===== src/rtl/bscan_chain.sv =====
module bscan_chain #(
  parameter int N_IN  = 4,
  parameter int N_OUT = 8,
  parameter int N_GRP = 2
) (
  input  logic             tck,
  input  logic             trst_n,
  input  logic             capture_en,
  input  logic             shift_en,
  input  logic             update_en,
  input  logic [1:0]       mode,
  input  logic             tdi,
  output logic             tdo,
  input  logic [N_IN-1:0]  pin_in,
  output logic [N_IN-1:0]  core_in,
  input  logic [N_OUT-1:0] core_out,
  input  logic [N_GRP-1:0] core_oe,
  output logic [N_OUT-1:0] pin_out,
  output logic [N_OUT-1:0] pin_oe
);
  localparam int LEN = N_IN + N_GRP + N_OUT;
  localparam int NSH = N_GRP + N_OUT;
  localparam int GW  = N_OUT / N_GRP;
  localparam logic [1:0] M_NORM = 2'd0;
  localparam logic [1:0] M_HIZ  = 2'd3;

  logic [LEN-1:0]   chain;
  logic [NSH-1:0]   shadow;
  logic [N_GRP-1:0] grp_oe;
  logic [1:0]       eff_mode;
  logic             test_drv;

  assign eff_mode = trst_n ? mode : M_NORM;
  assign test_drv = (eff_mode != M_NORM);

  always_ff @(posedge tck or negedge trst_n)
    if (!trst_n)         chain <= '0;
    else if (capture_en) chain <= {core_out, core_oe, pin_in};
    else if (shift_en)   chain <= {tdi, chain[LEN-1:1]};

  always_ff @(posedge tck or negedge trst_n)
    if (!trst_n)        shadow <= '0;
    else if (update_en) shadow <= chain[LEN-1:N_IN];

  assign tdo     = chain[0];
  assign core_in = pin_in;

  for (genvar g = 0; g < N_GRP; g++) begin : g_grp
    assign grp_oe[g] = (eff_mode == M_HIZ) ? 1'b0 :
                       test_drv ? shadow[g] : core_oe[g];
    for (genvar b = 0; b < GW; b++) begin : g_bit
      assign pin_out[g*GW+b] = test_drv ? shadow[N_GRP+g*GW+b] : core_out[g*GW+b];
      assign pin_oe[g*GW+b]  = grp_oe[g];
    end
  end
endmodule


===== config.mk =====
export PLATFORM = sky130hd
export DESIGN_NAME = bscan_chain
export DESIGN_NICKNAME = d
export VERILOG_FILES = /design/src/rtl/bscan_chain.sv
export SDC_FILE = /design/constraint.sdc
export NUM_CORES = 1
export LEC_CHECK = 0
export CORE_ASPECT_RATIO = 1.75
export CORE_UTILIZATION = 47
export DETAILED_ROUTE_END_ITERATION = 16
export GPL_TIMING_DRIVEN = 0
export PLACE_DENSITY = 0.83
export SKIP_LAST_GASP = 1
export SLEW_MARGIN = 40
export SYNTH_ARGS = -nofsm -noshare
export SYNTH_HDL_FRONTEND = slang
export SYNTH_SLANG_ARGS = --single-unit
export TNS_END_PERCENT = 30

===== constraint.sdc =====
create_clock -name tck -period 2.7 [get_ports tck]
set_input_delay 0.81 -clock tck [delete_from_list [all_inputs] [get_ports tck]]
set_output_delay 0.81 -clock tck [all_outputs]
set_load 0.05 [all_outputs]

After elaboration in Yosys (flattened, before gate mapping)
Cells that the tools add are included.
Operators by class
  eq/ne operators: 1
  mux-type cells: 15
  reduce and logical (&&, ||, !) cells: 2
Operators by type and width (count)
  14-bit 2-to-1 mux: 2
  1-bit 2-to-1 mux: 12
  2-bit nonzero test: 2
  2-bit == test (second input constant): 1
  2-bit 2-to-1 mux: 1
Storage, ports and cells
  register bits after elaboration: 24
  input bits: 22
  output and inout port bits: 21
  logic and storage cells: 20

Longest topological paths before layout
  depth in word-level cells: 4
  depth in mapped cells: 4
  gate-level depth less buffers: 2

Worst setup path before layout
No wires, ideal clock.
  path kind: input to output
  from: input port mode[0]
  to: output port pin_oe[1]
  data arrival time: 1.910 ns
  required time: 1.890 ns
  path slack: -0.020 ns
  cell stages on the path: 3
  buffers on the path: 1
  cells stage by stage: o21ai_4 a32o_1 buf_4
On the way
  word-level cells in the longest chain between the ends: 4
  elaborated cells between the ends (all ways): 5
RTL lines
  start: declaration: line 11  | input logic [1:0] mode,
  2-bit 2-to-1 mux *: line 33  | assign eff_mode = trst_n ? mode : M_NORM;
  2-bit nonzero test: line 34  | assign test_drv = (eff_mode != M_NORM);
  1-bit 2-to-1 mux: line 50  | test_drv ? shadow[g] : core_oe[g];
  1-bit 2-to-1 mux *: line 49  | assign grp_oe[g] = (eff_mode == M_HIZ) ? 1'b0 :
  end: declaration: line 19  | output logic [N_OUT-1:0] pin_oe
Every way passes the cells marked *; elsewhere a longest branch is shown, timed or not.

Worst setup path in the final report
  from: input port pin_in[0]
  to: output port core_in[0]
RTL lines
  start: declaration: line 14  | input logic [N_IN-1:0] pin_in,
  end: declaration: line 15  | output logic [N_IN-1:0] core_in,
No word-level cell between the ends.

==> flow_metrics.tcl <==
set metrics [dict create \
    maxCapViolCount 0 \
    synth_area_leaders "dfrtp_1 (49%), mux2_2 (17%), mux2i_1 (11%)" \
    outcome "finished with violations" \
    setup_viol 2 \
    nFillCells 192 \
    min_period_ps 2720 \
    p_int_uw 684 \
    wirelength_um 2670 \
    wl_per_cell_um 15.3 \
    swShare_pct 32.6 \
    cts_buffers 3 \
    grt_setup_unrepaired "true" \
    timing.slew.headroom_pct 66.8 \
    ys_warn_count 0 \
    cp.arrival_ps 1910 \
    drive_gt1_share_pct 40.9 \
    rrSetupSlack_ps 1880 \
    drc 0 \
    dieArea_mm2 0.00282 \
    vias_per_cell 5.27 \
    gr-usage-all-layers_pct 21.4 \
    die_x_um 40.6 \
    h-tree-depth 1 \
    post-dp-hpwl_um 1910 \
    setup_slack_ps -17.4 \
    syn_to_final_growth_pct 41.2 \
    core-area_mm2 0.00249 \
    grt-ovfl-total 0 \
    ys_seq_elements 24 \
    switching_power_uw 330 \
    antenna_left 0 \
    yosys-top-cells-count "dfrtp_1 (24), mux2_2 (18), mux2i_1 (14), nand2_1 (14), o21ai_0 (14)" \
    synth_ff_type "dfrtp_1" \
    critical_path_required_ps 1890 \
    multi_input_area_um2 513 \
    power_uw 1010 \
    synth_top_cell_area_share_pct 49.1 \
    diodes 0 \
    hold_path.class "in -> async" \
    syn_nets 126 \
    path_class "in -> out" \
    setup-tns-final_ps -25.3 \
    antenna_found_initial 0 \
    clk_latency_ps 260 \
    via_count 922 \
    synthArstFlopShare_pct 100 \
    worst_hold_slack_ps 374 \
    nNetsFinal 172 \
    first_iter_violations 24 \
    rows 24 \
    power_frac_clock_pct 23.6 \
    finalWeightedCongestion 0.775 \
    violations "negative setup slack" \
    ctsLongestPathBuffers 2 \
    max_freq_ghz 0.368 \
    startpoint_type "input pin" \
    p_leak_uw 0.000827 \
    worstSetupEndpointType "output port" \
    postPlaceCellArea_mm2 0.00164 \
    syn_area_mm2 0.00122 \
    initial_core_util_pct 49.1 \
    worst-path-max-fanout 2 \
    regArea_um2 601 \
    synth_top_cell_by_area "dfrtp_1" \
    pwr-share-seq_pct 42.4 \
    power.density_mw_per_mm2 587 \
    ys_seq_area_share_pct 49.1 \
    final_max_slew_viol_count 0 \
    cts_sinks 24 \
    worstMarginPinSlew_ps 496 \
    cts-root-buf "clkbuf_8" \
    cts_tree "done" \
    design_area_mm2 0.00173 \
    pwr-share-comb_pct 34.0 \
    grt_max_degree 28 \
    fp.dieH_um 69.5 \
    io_pins 43 \
    ir_drop_mv 0.520 \
    finalCritPeriodShare_pct 101 \
    portBuffers 39 \
    synth_edf_count 0 \
    grt_pass1_wl_um 4300 \
    firstDrtPassIters 4 \
    clk_pin_slew_ps 80 \
    r2r_cells 2 \
    ys_types 12 \
    finClkSkew_ps 3.97 \
    grt_pass1_vias 1026 \
    finalHoldViolCount 0 \
    synth.most_common_cell "dfrtp_1" \
    syn_inst 104 \
    avgSynthCellArea_um2 11.8 \
]
[worst max-delay path, cell delays in order]
cell             delay [ps]
clkdlybuf4s50_1         480
buf_4                   100
dlygate4sd2_1           510
[cells in the final DEF (no fill, tap or decap), types with 3 or more instances in the layout]
cell type        synthesis  layout
buf_2                    3       5
mux2_2                  18      18
o21ai_0                 14      14
clkbuf_8                 0       4
dfrtp_1                 24      24
buf_4                   11      17
clkdlybuf4s15_1          0       3
buf_6                    1       9
nand2_1                 14      14
mux2i_1                 14      14
clkdlybuf4s50_1          0      16
[state kept, by name, summed over array words and instances (netlist names)]
name / count
shadow: 10
chain: 14
[final cells by class]
type                    instances  share of cell area, %
repair buffers                 41                   24.0
multi-input cells              64                   29.7
clock buffers                   4                   3.19
flip-flops and latches         24                   34.8
well taps                      26                   1.88
plain buffers                  16                   6.52
[layer usage]
layer | vias up | routed length (µm) | track usage [%]
li1 | 443 | - | -
met5 | - | 0 | 0
met3 | 2 | 89 | 2.88
met4 | 0 | 22 | 5.19
met2 | 21 | 1520 | 38.1
met1 | 456 | 1040 | 24.6
[through the flow]
stage,instances,utilization (%),setup WS [ps]
floorplan,104,-,-19.2
global placement,169,66.1,-1710
detailed placement,169,65.9,-947
CTS,174,68.4,-22.3
global route,175,69.3,-43.2
finish,175,69.3,-17.4
[power by group through the flow]
stage | registers (µW) | logic, µW | clock network [µW]
floorplan | 433 | 220 | 0
global placement | 434 | 331 | 0
detailed placement | 437 | 337 | 0
CTS | 430 | 342 | 240
global route | 435 | 367 | 249
finish | 430 | 345 | 239
[logic make-up after synthesis]
kind of cell / share of synthesized area [%]
xor gates and xnor gates: 0.716
muxes: 28.0
buffers and inverters: 9.20
DFF: 49.1
and+or+nand+nor: 4.29
AOI/OAI and AO/OA: 8.69
[final timing paths]
kind | startpoint | endpoint
max | pin_in[0] | core_in[0]
min | trst_n | chain[1]$_DFFE_PN0P_
max reg2reg | chain[8]$_DFFE_PN0P_ | chain[7]$_DFFE_PN0P_
min reg2reg | shadow[5]$_DFFE_PN0P_ | shadow[5]$_DFFE_PN0P_
max in group asynchronous | trst_n | shadow[3]$_DFFE_PN0P_
min in group tck | shadow[5]$_DFFE_PN0P_ | shadow[5]$_DFFE_PN0P_
[timing repair]
action | 4_1_cts | 5_1_grt
pin swaps | 1 | 1
gates cloned | 0 | 1
buffers inserted | 1 | 0
gates resized for setup | 113 | 6
hold buffers | 0 | 0
endpoints found under the setup margin | 20 | 19
No activity file was read; power rests on OpenSTA's default activity.
